### src/rtl/pwmt_pkg.sv
`timescale 1ns/1ps
package pwmt_pkg;

    typedef enum logic {
        CS_HALT  = 1'b0,
        CS_COUNT = 1'b1
    } cnt_state_e;

    typedef enum logic [1:0] {
        SRC_OFF = 2'd0,
        SRC_SYS = 2'd1,
        SRC_FIX = 2'd2,
        SRC_EXT = 2'd3
    } clk_src_e;

    localparam logic [7:0] OFF_CTRL    = 8'h00;
    localparam logic [7:0] OFF_CNT     = 8'h04;
    localparam logic [7:0] OFF_MOD     = 8'h08;
    localparam logic [7:0] OFF_CH_MODE = 8'h0C;
    localparam logic [7:0] OFF_CH_CMP  = 8'h10;
    localparam int         CH_STRIDE   = 8;
    localparam logic [7:0] OFF_INIT    = 8'h4C;
    localparam logic [7:0] OFF_OINIT   = 8'h5C;
    localparam logic [7:0] OFF_MASK    = 8'h60;
    localparam logic [7:0] OFF_POL     = 8'h70;

    localparam int SRC_LSB       = 3;
    localparam int MODE_EDGE_BIT = 5;
    localparam int MODE_HIGH_BIT = 3;

    function automatic logic [7:0] ch_mode_addr(input int n);
        return 8'(int'(OFF_CH_MODE) + CH_STRIDE * n);
    endfunction

    function automatic logic [7:0] ch_cmp_addr(input int n);
        return 8'(int'(OFF_CH_CMP) + CH_STRIDE * n);
    endfunction

endpackage

### src/rtl/pwmt_tick_gen.sv
`timescale 1ns/1ps
module pwmt_tick_gen
    import pwmt_pkg::*;
#(
    parameter int PS_W = 3
) (
    input  logic            clk,
    input  logic            rst_n,
    input  logic [1:0]      src,
    input  logic [PS_W-1:0] ps,
    input  logic            fix_tick,
    input  logic            ext_tick,
    output logic            adv
);
    localparam int PRE_W = (1 << PS_W) - 1;

    cnt_state_e       state_q, state_d;
    logic [PRE_W-1:0] pre_q;
    logic [PRE_W-1:0] pre_lim;
    logic             event_sel;

    // next-state logic
    always_comb begin
        state_d = state_q;
        unique case (state_q)
            CS_HALT:  if (src != SRC_OFF) state_d = CS_COUNT;
            CS_COUNT: if (src == SRC_OFF) state_d = CS_HALT;
            default:  state_d = CS_HALT;
        endcase
    end

    // state register
    always_ff @(posedge clk or negedge rst_n) begin
        if (!rst_n) state_q <= CS_HALT;
        else        state_q <= state_d;
    end

    // outputs: selected event and prescaler terminal count
    always_comb begin
        unique case (src)
            SRC_SYS: event_sel = 1'b1;
            SRC_FIX: event_sel = fix_tick;
            SRC_EXT: event_sel = ext_tick;
            default: event_sel = 1'b0;
        endcase
        pre_lim = (PRE_W'(1) << ps) - PRE_W'(1);
        adv     = (state_q == CS_COUNT) && event_sel && (pre_q >= pre_lim);
    end

    always_ff @(posedge clk or negedge rst_n) begin
        if (!rst_n)                    pre_q <= '0;
        else if (state_q == CS_HALT)   pre_q <= '0;
        else if (event_sel) begin
            if (pre_q >= pre_lim)      pre_q <= '0;
            else                       pre_q <= pre_q + PRE_W'(1);
        end
    end
endmodule

### src/rtl/pwmt_counter.sv
`timescale 1ns/1ps
module pwmt_counter #(
    parameter int CNT_W = 16
) (
    input  logic             clk,
    input  logic             rst_n,
    input  logic             adv,
    input  logic             running,
    input  logic [CNT_W-1:0] mod_wr,
    input  logic [CNT_W-1:0] init_val,
    output logic [CNT_W-1:0] cnt_q,
    output logic [CNT_W-1:0] mod_act,
    output logic             wrap,
    output logic             load
);
    assign wrap = adv && (cnt_q >= mod_act);
    assign load = !running || wrap;

    always_ff @(posedge clk or negedge rst_n) begin
        if (!rst_n) begin
            cnt_q <= '0;
        end else if (adv) begin
            if (wrap) cnt_q <= init_val;
            else      cnt_q <= cnt_q + CNT_W'(1);
        end
    end

    always_ff @(posedge clk or negedge rst_n) begin
        if (!rst_n)    mod_act <= '0;
        else if (load) mod_act <= mod_wr;
    end
endmodule

### src/rtl/pwmt_channel.sv
`timescale 1ns/1ps
module pwmt_channel #(
    parameter int CNT_W = 16
) (
    input  logic             clk,
    input  logic             rst_n,
    input  logic             load,
    input  logic [CNT_W-1:0] cnt,
    input  logic [CNT_W-1:0] cmp_wr,
    input  logic             pwm_mode,
    input  logic             pol,
    input  logic             mask,
    output logic             out,
    output logic [CNT_W-1:0] cmp_act
);
    logic active;

    always_ff @(posedge clk or negedge rst_n) begin
        if (!rst_n)    cmp_act <= '0;
        else if (load) cmp_act <= cmp_wr;
    end

    assign active = pwm_mode && (cnt < cmp_act);
    assign out    = mask ? pol : (active ^ pol);
endmodule

### src/rtl/pwm_shared_timer.sv
`timescale 1ns/1ps
module pwm_shared_timer
    import pwmt_pkg::*;
#(
    parameter int N_CH  = 8,
    parameter int CNT_W = 16,
    parameter int PS_W  = 3
) (
    input  logic            clk,
    input  logic            rst_n,
    input  logic            fix_tick,
    input  logic            ext_tick,
    input  logic            bus_wr,
    input  logic [7:0]      bus_addr,
    input  logic [31:0]     bus_wdata,
    output logic [31:0]     bus_rdata,
    output logic [N_CH-1:0] pwm_out
);
    localparam int DW = 32;

    logic [PS_W-1:0]  ps_q;
    logic [1:0]       src_q;
    logic [CNT_W-1:0] mod_q, init_q;
    logic [N_CH-1:0]  oinit_q, mask_q, pol_q;
    logic [CNT_W-1:0] cmp_q  [N_CH];
    logic [7:0]       mode_q [N_CH];

    logic             adv, wrap, load;
    logic [CNT_W-1:0] cnt_q, mod_act;
    logic [N_CH*CNT_W-1:0] cmp_act_flat;
    logic             unused_wdata;

    assign unused_wdata = ^bus_wdata[DW-1:CNT_W];

    // register file
    always_ff @(posedge clk or negedge rst_n) begin
        if (!rst_n) begin
            ps_q    <= '0;
            src_q   <= SRC_OFF;
            mod_q   <= '0;
            init_q  <= '0;
            oinit_q <= '0;
            mask_q  <= '1;
            pol_q   <= '0;
            for (int n = 0; n < N_CH; n++) begin
                cmp_q[n]  <= '0;
                mode_q[n] <= '0;
            end
        end else if (bus_wr) begin
            case (bus_addr)
                OFF_CTRL: begin
                    ps_q  <= bus_wdata[PS_W-1:0];
                    src_q <= bus_wdata[SRC_LSB+1:SRC_LSB];
                end
                OFF_MOD:   mod_q   <= bus_wdata[CNT_W-1:0];
                OFF_INIT:  init_q  <= bus_wdata[CNT_W-1:0];
                OFF_OINIT: oinit_q <= bus_wdata[N_CH-1:0];
                OFF_MASK:  mask_q  <= bus_wdata[N_CH-1:0];
                OFF_POL:   pol_q   <= bus_wdata[N_CH-1:0];
                default: ;
            endcase
            for (int n = 0; n < N_CH; n++) begin
                if (bus_addr == ch_mode_addr(n)) mode_q[n] <= bus_wdata[7:0];
                if (bus_addr == ch_cmp_addr(n))  cmp_q[n]  <= bus_wdata[CNT_W-1:0];
            end
        end
    end

    // read mux
    always_comb begin
        bus_rdata = '0;
        case (bus_addr)
            OFF_CTRL:  bus_rdata = DW'({src_q, ps_q});
            OFF_CNT:   bus_rdata = DW'(cnt_q);
            OFF_MOD:   bus_rdata = DW'(mod_q);
            OFF_INIT:  bus_rdata = DW'(init_q);
            OFF_OINIT: bus_rdata = DW'(oinit_q);
            OFF_MASK:  bus_rdata = DW'(mask_q);
            OFF_POL:   bus_rdata = DW'(pol_q);
            default: ;
        endcase
        for (int n = 0; n < N_CH; n++) begin
            if (bus_addr == ch_mode_addr(n)) bus_rdata = DW'(mode_q[n]);
            if (bus_addr == ch_cmp_addr(n))  bus_rdata = DW'(cmp_q[n]);
        end
    end

    pwmt_tick_gen #(.PS_W(PS_W)) u_tick (
        .clk      (clk),
        .rst_n    (rst_n),
        .src      (src_q),
        .ps       (ps_q),
        .fix_tick (fix_tick),
        .ext_tick (ext_tick),
        .adv      (adv)
    );

    pwmt_counter #(.CNT_W(CNT_W)) u_cnt (
        .clk      (clk),
        .rst_n    (rst_n),
        .adv      (adv),
        .running  (src_q != SRC_OFF),
        .mod_wr   (mod_q),
        .init_val (init_q),
        .cnt_q    (cnt_q),
        .mod_act  (mod_act),
        .wrap     (wrap),
        .load     (load)
    );

    for (genvar g = 0; g < N_CH; g++) begin : g_ch
        pwmt_channel #(.CNT_W(CNT_W)) u_ch (
            .clk      (clk),
            .rst_n    (rst_n),
            .load     (load),
            .cnt      (cnt_q),
            .cmp_wr   (cmp_q[g]),
            .pwm_mode (mode_q[g][MODE_EDGE_BIT] && mode_q[g][MODE_HIGH_BIT]),
            .pol      (pol_q[g]),
            .mask     (mask_q[g]),
            .out      (pwm_out[g]),
            .cmp_act  (cmp_act_flat[g*CNT_W +: CNT_W])
        );
    end
endmodule

### config.mk
export PLATFORM = sky130hd
export DESIGN_NAME = pwm_shared_timer
export DESIGN_NICKNAME = d
export VERILOG_FILES = /design/src/rtl/pwmt_pkg.sv /design/src/rtl/pwmt_tick_gen.sv /design/src/rtl/pwmt_counter.sv /design/src/rtl/pwmt_channel.sv /design/src/rtl/pwm_shared_timer.sv
export SDC_FILE = /design/constraint.sdc
export NUM_CORES = 1
export LEC_CHECK = 0
export BUFFER_PORTS_ARGS = -buffer_cell sky130_fd_sc_hd__clkbuf_2
export CORE_MARGIN = 3
export CORE_UTILIZATION = 30
export CTS_BUF_LIST = sky130_fd_sc_hd__clkbuf_4 sky130_fd_sc_hd__clkbuf_8
export DETAILED_ROUTE_END_ITERATION = 8
export HOLD_SLACK_MARGIN = 0.02
export PLACE_DENSITY = 0.5
export SETUP_SLACK_MARGIN = 0.3
export SLEW_MARGIN = 30
export SYNTH_ARGS = -nofsm -noshare
export SYNTH_HDL_FRONTEND = slang
export SYNTH_SLANG_ARGS = --single-unit
export TNS_END_PERCENT = 100
### constraint.sdc
create_clock -name clk -period 2.6 [get_ports clk]
set_input_delay 0.13 -clock clk [delete_from_list [all_inputs] [get_ports clk]]
set_output_delay 0.13 -clock clk [all_outputs]
set_load 0.005 [all_outputs]
==> results.yml, run 1 <==
outcome:
  outcome: "finished, violations left"
  violations: "setup timing"
yosys:
  syn_area_sq_um: 23500
  synth.area.top_cells: "dfrtp_1 44%, mux2_2 17%, ha_1 7.7%, mux2_4 3.8%, inv_1 2.5%"
  yosysTopAreaCell: "dfrtp_1"
  synth_common_cells: "413 x dfrtp_1, 344 x mux2_2, 156 x inv_1, 145 x ha_1, 85 x o21ai_0"
  asyncSetResetFlopFracSynth_pct: 100
  ys.flop_type: "dfrtp_1"
  yosys_warnings: 0
  synth_edf_count: 0
  synth.top_cell.area_share_pct: 44.0
  ys_seq_area_share_pct: 44.9
  ys_ff_latch: 421
  synth_area_per_cell_sq_um: 11.6
  synth.distinct_cells: 83
  syn_inst: 2020
  synth_most_common_cell: "dfrtp_1"
power:
  power_density_nw_per_um2: 613
  ir_worst_vdd_mv: 0.373
  p_leak_uw: 0.0135
  finalPower_uw: 18400
detailed_routing:
  vias: 17800
  drtPass1Iterations: 6
  wl_per_cell_um: 23.9
  drt_wl_total_mm: 80.7
  drt-initial-drc-count: 1277
  drtAntennaViolNets: 0
  vias_per_cell: 5.27
  route.detailed.drc: 0
timing:
  finalCriticalPeriod_ps: 3120
  setup_viol: 155
  clock.fmax_ghz: 0.320
  worst_slack_ps: -521
  slew_violations: 0
  min_period_over_period_pct: 120
  rsz0062_at_grt: "true"
  relSlewSlack_pct: 40.0
  max_slew.worst_pin.slew_ps: 898
  skew_ps: 49.4
  hold_viol: 0
  hold_ws_ps: 108
global_routing:
  grt.total_usage_pct: 19.6
  grt_overflow: 0
  grt_pass1_vias: 18500
  grt_pass1_wl_mm: 120
  grt_max_degree: 86
  antenna_found_initial: 0
die:
  die_width_um: 286
  die_y_um: 286
  ios: 85
  coreArea_sq_um: 76700
  initial_core_util_pct: 30.6
  die-area_sq_um: 81600
  rows: 101
placement:
  dpl.hpwl_mm: 56.8
  gp_congestion: 0.882
  port_buffers: 52
cts:
  htreeDepth: 3
  cts_buffer_depth: 3
  cts_sinks: 421
  numCtsBuffers: 79
  path_clk_slew_ps: 60
  tritoncts: "built"
  clk-insertion-delay-late_ps: 690
  cts_root_buf: "clkbuf_8"
critical_path:
  cp.required_ps: 2470
  cp-end-kind: "output pin"
  worstSetupStartpointType: "flip-flop"
  arrival_ps: 2990
  path_max_fanout: 5
  worst-setup-path-type: "reg -> out"
final_layout:
  area_delta_synth_final_pct: 27.8
  fin_nets: 2469
  drive_gt1_share_pct: 43.5
hold_path:
  hold_class: "in -> async"
run:
  maxCapViolations: 0
registers in the layout, summed over array words and instances (netlist names):
register           flops
g_ch.u_ch.cmp_act    128
mode_q                64
u_cnt.mod_act         16
cmp_q                128
ps_q                   3
u_tick.state_q         1
oinit_q                8
u_tick.pre_q           7
src_q                  2
mask_q                 8
mod_q                 16
pol_q                  8
u_cnt.cnt_q           16
init_q                16
power breakdown:
part / total (uW) / switching (uW) / internal, uW
Combinational: 4190 / 2090 / 2100
Sequential: 7230 / 317 / 6910
Clock: 6980 / 3030 / 3950
Total: 18400 / 5440 / 13000
cell families (layout without fill, tap and decap cells):
family	Yosys count	count (layout)	share of synthesized area [%]
XOR/XNOR	2	2	0.0747
AO/OA/AOI/OAI	371	371	10.8
flip-flops	421	421	44.9
adder cells (fa/ha/maj)	145	145	7.73
other	1	18	0.0160
buffers and inverters	293	598	5.96
AND/OR/NAND/NOR	345	345	8.46
multiplexers	442	442	22.1
worst paths after layout:
check / from / cells after the start / slack [ps] / endpoint
min in group clk: fix_tick / 5 / 180 / u_tick.pre_q[0]
hold reg to reg: mode_q[18] / 1 / 500 / mode_q[18]
max in group asynchronous: rst_n / 4 / 1980 / cmp_q[120]
setup reg to reg: u_cnt.cnt_q[1] / 15 / -380 / g_ch[7].u_ch.cmp_act[13]
hold / removal: rst_n / 3 / 110 / cmp_q[69]
setup / recovery: u_cnt.cnt_q[9] / 10 / -520 / pwm_out[4]
worst max-delay path: stages (launching register included):
cell and delay, ps:
dfrtp_2 450, buf_12 160, buf_6 120, ha_4 210, a21o_1 160, a21o_1 150
a211o_1 310, o211ai_1 170, or2_4 180, nand4b_1 210, buf_2 220
stage by stage:
stage / setup slack, ps / util (%) / setup TNS [ps] / area (sq um) / cells
detailed placement: -270 / 33.6 / -29480 / 25800 / 3133
floorplan: 38.1 / - / 0 / 23600 / 2035
finish: -521 / 39.1 / -49340 / 30000 / 3372
global route: -616 / 39.1 / -61240 / 30000 / 3370
CTS: -539 / 38.3 / -35220 / 29400 / 3347
global placement: -270 / 33.6 / -32060 / 25800 / 3133
placed cells by master, fill, tap and decap left out, drive strengths merged, types with 17 or more instances in the layout:
| cell | synthesis | layout |
|---|---|---|
| a211oi | 17 | 17 |
| clkbuf | 42 | 164 |
| a21oi | 69 | 69 |
| nor3 | 19 | 19 |
| o21ai | 88 | 88 |
| nand3 | 31 | 31 |
| ha | 145 | 145 |
| buf | 94 | 249 |
| mux2 | 403 | 403 |
| nor2 | 60 | 60 |
| a21o | 26 | 26 |
| inv | 156 | 160 |
| o211ai | 24 | 24 |
| a22oi | 33 | 33 |
| nand4 | 27 | 27 |
| dfrtp | 413 | 413 |
| nand2 | 85 | 85 |
| mux2i | 37 | 37 |
| nor2b | 21 | 21 |
metal layers:
| layer | GRT usage, % | share of wire (%) | vias to the layer above |
|---|---|---|---|
| met4 | 6.74 | 3.5 | 0 |
| met1 | 26.6 | 45 | 9169 |
| met2 | 31.3 | 46 | 516 |
| met3 | 3.69 | 5.3 | 164 |
| li1 | - | - | 7912 |
| met5 | 0 | 0 | - |
repair_timing:
item                       in CTS  in global routing
gates resized for setup       188                107
setup endpoints to repair     186                190
hold buffers                   12                  0
setup buffers                  40                 23
cloned                         20                  0
pin swaps                      72                 62
hold endpoints to repair      429                  0
area by class of cell:
cell class | instances | area (sq um)
Antenna cell | 2 | 5.00
Sequential cell | 421 | 10600
Fill cell | 7347 | 46700
Inverter | 157 | 597
Tap cell | 1030 | 1290
Timing Repair Buffer | 299 | 3320
Multi-Input combinational cell | 1321 | 12500
Clock buffer | 125 | 1560
Clock inverter | 17 | 154
(Power assumes the default switching activity.)
==> run 2: changes to the inputs <==
--- a/config.mk
+++ b/config.mk
@@ -11,7 +11,7 @@
 export CTS_BUF_LIST = sky130_fd_sc_hd__clkbuf_4 sky130_fd_sc_hd__clkbuf_8
 export DETAILED_ROUTE_END_ITERATION = 8
 export HOLD_SLACK_MARGIN = 0.02
-export PLACE_DENSITY = 0.5
+export PLACE_DENSITY = 0.54
 export SETUP_SLACK_MARGIN = 0.3
 export SLEW_MARGIN = 30
 export SYNTH_ARGS = -nofsm -noshare
==> results.yml, run 2 (synthesis gave the netlist of run 1 again) <==
timing:
  slew_violations: 0
  clock.fmax_ghz: 0.319
  setup_viol: 157
  fin_tns_setup_ps: -48450
  hold_viol: 0
  skew_ps: 28.5
  finalCriticalPeriod_ps: 3130
  worst_slack_ps: -534
  min_period_over_period_pct: 121
  relSlewSlack_pct: 41.0
  rsz0062_at_grt: "true"
  max_slew.worst_pin.slew_ps: 885
detailed_routing:
  drt_wl_total_mm: 79.0
  met1_length_mm: 35.3
  drt-initial-drc-count: 1446
  drtAntennaViolNets: 0
  wl_per_cell_um: 23.7
  route.top_layer_used: "met4"
  vias: 17600
  dr_wl_met3_mm: 4.44
  dr_wl_met2_mm: 36.8
  vias_per_cell: 5.30
  route.detailed.drc: 0
  drtPass1Iterations: 6
critical_path:
  r2r-end: "g_ch[4].u_ch.cmp_act[0]"
  timing.rr.start: "u_cnt.cnt_q[10]"
  r2r_cells: 15
  r2r_setup_slack_ps: -390
  crit_slowest_cell: "dfrtp_2"
  max_stage_delay_ps: 450
  cp-end-kind: "output pin"
  cp.required_ps: 2470
  path_max_fanout: 5
  path_buf_inv: 3
  worst-setup-path-type: "reg -> out"
  cp_top_family: "compound AO/OA/AOI/OAI gates"
  arrival_ps: 3000
  worstSetupStartpointType: "flip-flop"
  cp_cell_sequence: "buf_12 -> ha_4 -> a41o_1 -> a21oi_2 -> o211ai_1 -> buf_4 -> or3_1 -> nand4_1 -> clkbuf_2"
final_layout:
  fin_nets: 2433
  layout_commonest_cell: "dfrtp_1"
  final_cell_mix: "405 x dfrtp_1, 344 x mux2_2, 154 x inv_1"
  area_delta_synth_final_pct: 24.1
  layout.cells.non_filler: 3328
  postLayoutCellArea_sq_um: 29100
  fillerInstances: 7400
  drive_gt1_share_pct: 41.1
  largestRegisters: "cmp_q: 128 flops, g_ch.u_ch.cmp_act: 128 flops, mode_q: 64 flops"
die:
  initial_core_util_pct: 30.6
  ios: 85
  rows: 101
  coreArea_sq_um: 76700
  die-area_sq_um: 81600
  die_y_um: 286
  die_width_um: 286
placement:
  post-place-cells: 3117
  dpl.hpwl_mm: 55.3
  port_buffers: 52
  place_ws_ps: -243
  placed_area_sq_um: 25600
  gp_congestion: 0.909
power:
  finalPower_uw: 17700
  p_leak_uw: 0.0132
  power_density_nw_per_um2: 607
  ir_worst_vdd_mv: 0.356
outcome:
  outcome: "finished, violations left"
  violations: "setup timing"
cts:
  clk-insertion-delay-late_ps: 680
  cts_root_buf: "clkbuf_8"
  cts_buffer_depth: 3
  numCtsBuffers: 79
  tritoncts: "built"
  path_clk_slew_ps: 60
  htreeDepth: 3
  cts_sinks: 421
global_routing:
  grt_pass1_vias: 18300
  grt.total_usage_pct: 19.1
  grt_max_degree: 96
  grt_overflow: 0
  grt_pass1_wl_mm: 118
  antenna_found_initial: 2
hold_path:
  hold_class: "in -> async"
run:
  maxCapViolations: 0
[run 2: cell count changes in the layout (fill, tap and decap cells not counted), sizes merged]
cell	change
clkinv	-2
bufinv	-1
diode	-1
bufbuf	+2
inv	-2
buf	-49
clkinvlp	+2
clkbuf	+7
[run 2: layout make-up]
class	count	area (sq um)	area share [%]
multi-input combinational	1321	12300	42.3
tap	1030	1290	4.42
timing repair buffer	263	2760	9.48
inverter	157	593	2.04
antenna	1	2.50	0.00859
sequential	421	10600	36.2
clock buffer	121	1510	5.18
clock inverter	14	93.8	0.322
[run 2: per-layer routing]
metal | up-vias | GRT usage, %
li1 | 7805 | -
met1 | 9093 | 25.8
met2 | 598 | 30.9
met3 | 134 | 2.98
met4 | 0 | 6.90
met5 | - | 0
[run 2: timing repair]
action | CTS | global route
hold buffers | 12 | 0
buffers inserted | 24 | 23
endpoints found under the setup margin | 190 | 191
pin swaps | 63 | 42
hold endpoints to repair | 498 | 0
gates cloned | 11 | 5
gates resized for setup | 132 | 52
[run 2: stage by stage]
stage | hold WS, ps | util, %
floorplan | -166 | -
detailed placement | 46.5 | 33.4
finish | 85.1 | 38.0
global route | 99.1 | 38.0
CTS | 36.8 | 37.3
global placement | 45.4 | 33.4
[run 2: how the worst max path moves through the flow]
stage,start,slack [ps],endpoint,cells past startpoint
after global placement,ps_q[1],-250,g_ch[5].u_ch.cmp_act[13],10
after CTS,u_cnt.cnt_q[9],-600,pwm_out[1],10
after global routing,u_cnt.cnt_q[10],-650,pwm_out[1],9
after floorplan,ps_q[2],40,g_ch[0].u_ch.cmp_act[0],12
after detailed placement,ps_q[1],-240,g_ch[4].u_ch.cmp_act[8],10
final,u_cnt.cnt_q[9],-530,pwm_out[6],9
[run 2: power by group]
| part | leakage, uW | switching (uW) | internal, uW |
|---|---|---|---|
| Clock | 0.000854 | 2940 | 3690 |
| Combinational | 0.00658 | 1990 | 1840 |
| Sequential | 0.00573 | 317 | 6920 |
| Total | 0.0132 | 5240 | 12400 |
[run 2: tightest hold or removal path: cells and delay by family]
family / cells / cell delay, ps
buffers and inverters: 3 / 990
==> run 3: changes to the inputs <==
--- a/config.mk
+++ b/config.mk
@@ -6,12 +6,14 @@
 export NUM_CORES = 1
 export LEC_CHECK = 0
 export BUFFER_PORTS_ARGS = -buffer_cell sky130_fd_sc_hd__clkbuf_2
+export CELL_PAD_IN_SITES_DETAIL_PLACEMENT = 1
+export CELL_PAD_IN_SITES_GLOBAL_PLACEMENT = 1
 export CORE_MARGIN = 3
 export CORE_UTILIZATION = 30
 export CTS_BUF_LIST = sky130_fd_sc_hd__clkbuf_4 sky130_fd_sc_hd__clkbuf_8
 export DETAILED_ROUTE_END_ITERATION = 8
 export HOLD_SLACK_MARGIN = 0.02
-export PLACE_DENSITY = 0.54
+export PLACE_DENSITY = 0.62
 export SETUP_SLACK_MARGIN = 0.3
 export SLEW_MARGIN = 30
 export SYNTH_ARGS = -nofsm -noshare
==> results.yml, run 3 (synthesis gave the netlist of run 1 again) <==
outcome:
  outcome: "finished, violations left"
  violations: "setup timing"
cts:
  tritoncts: "built"
  path_clk_slew_ps: 50
  cts_root_buf: "clkbuf_8"
  numCtsBuffers: 78
  cts_buffer_depth: 3
  clk-insertion-delay-late_ps: 680
  htreeDepth: 3
  cts_sinks: 421
power:
  finalPower_uw: 18800
  power_density_nw_per_um2: 627
  p_leak_uw: 0.0135
  ir_worst_vdd_mv: 0.455
detailed_routing:
  drt_wl_total_mm: 85.8
  drt-initial-drc-count: 1092
  vias_per_cell: 5.36
  drtAntennaViolNets: 0
  wl_per_cell_um: 25.5
  route.detailed.drc: 0
  drtPass1Iterations: 6
  vias: 18000
critical_path:
  worstSetupStartpointType: "flip-flop"
  cp_top_family: "simple AND/OR/NAND/NOR gates"
  r2r_cells: 14
  cp-end-kind: "output pin"
  cp_cell_sequence: "buf_12 -> ha_4 -> a41o_1 -> a21oi_2 -> o211ai_1 -> or4_1 -> nand4_1 -> buf_2"
  worst-setup-path-type: "reg -> out"
  path_depth: 8
  path_max_fanout: 5
  max_stage_delay_ps: 530
  arrival_ps: 2940
  r2r-end: "g_ch[0].u_ch.cmp_act[11]"
  cp-startpoint: "u_cnt.cnt_q[9]"
  crit_slowest_cell: "or4_1"
  path_buf_inv: 2
  cp.required_ps: 2470
  timing.rr.start: "u_cnt.cnt_q[1]"
  r2r_setup_slack_ps: -360
  cp-endpoint: "pwm_out[1]"
timing:
  relSlewSlack_pct: 48.1
  max_slew.worst_pin.slew_ps: 778
  hold_ws_ps: 85.3
  skew_ps: 44.2
  worst_slack_ps: -470
  slew_violations: 0
  finalCriticalPeriod_ps: 3070
  clock.fmax_ghz: 0.326
  hold_viol: 0
  min_period_over_period_pct: 118
  fin_tns_setup_ps: -43480
  setup_viol: 156
  rsz0062_at_grt: "true"
final_layout:
  antenna_cells: 0
  drive_gt1_share_pct: 43.5
  fin_nets: 2462
  largestRegisters: "cmp_q: 128 flops, g_ch.u_ch.cmp_act: 128 flops, mode_q: 64 flops"
  area_delta_synth_final_pct: 27.5
  postLayoutCellArea_sq_um: 29900
  layout_commonest_cell: "dfrtp_1"
  final_cell_mix: "408 x dfrtp_1, 338 x mux2_2, 155 x inv_1"
placement:
  gp_congestion: 0.902
  port_buffers: 52
  placed_area_sq_um: 25700
  dpl.hpwl_mm: 59.5
global_routing:
  grt_pass1_wl_mm: 127
  antenna_found_initial: 1
  grt.total_usage_pct: 20.4
  grt_overflow: 0
  grt_max_degree: 88
  grt_pass1_vias: 19600
run:
  maxCapViolations: 0
hold_path:
  hold_class: "in -> reg"
  worstHoldPathCells: 5
  min_from: "fix_tick"
die:
  die_y_um: 286
  die_width_um: 286
  coreArea_sq_um: 76700
  initial_core_util_pct: 30.6
  die-area_sq_um: 81600
  ios: 85
  rows: 101
[run 3: cell count changes in the layout (fill, tap and decap cells not counted), moves of 7 or more]
cell | previous run | this run
buf_4 | 133 | 148
buf_6 | 10 | 21
buf_8 | 7 | 17
buf_12 | 33 | 26
clkbuf_4 | 26 | 19
[run 3: metrics by stage]
step	instances	utilization [%]	worst slack (ps)
floorplan	2035	-	38.1
global placement	3137	33.5	-200
detailed placement	3137	33.5	-299
CTS	3329	37.8	-530
global route	3362	39.0	-554
finish	3362	39.0	-470
[run 3: what timing repair did]
item | in CTS | in global routing
resized for setup | 157 | 134
cloned | 9 | 9
endpoints found under the hold margin | 496 | 0
setup endpoints to repair | 188 | 191
pin swaps | 75 | 61
setup buffers | 30 | 24
hold buffers | 13 | 0
[run 3: worst min path at each step]
stage	endpoint	slack, ps
2_1_floorplan	cmp_q[0]	-170
3_3_place_gp	cmp_q[1]	120
3_5_place_dp	cmp_q[1]	120
4_1_cts	u_tick.pre_q[0]	30
5_1_grt	u_tick.pre_q[0]	160
6_report	u_tick.pre_q[0]	90
[run 3: area by class of cell]
type	instances	area (sq um)
inverter	157	593
multi-input combinational	1321	12700
tap	1030	1290
sequential	421	10600
clock inverter	19	262
timing repair buffer	293	3020
clock buffer	121	1550
fill	8259	46800
[run 3: worst register-to-register path: cells and delay by family (launching register included)]
kind            cells  cell delay, ps
mux                 1             290
flops               1             430
buf+inv             7            1050
simple gates        1              50
fa+ha+maj           1             260
compound gates      4             750
[run 3: metal layers]
metal	part of all wire (%)	vias up	global-route usage (%)
met1	44	9487	26.8
met2	48	501	34.6
met4	3.3	2	6.60
met5	0.015	-	0
li1	-	7860	-
met3	4.7	173	2.99
[run 3: where the power goes]
group	total, uW	switching [uW]	internal, uW	leakage, uW
clock	7430	3040	4390	0.000944
sequential	7230	320	6910	0.00573
combinational	4090	2140	1950	0.00679
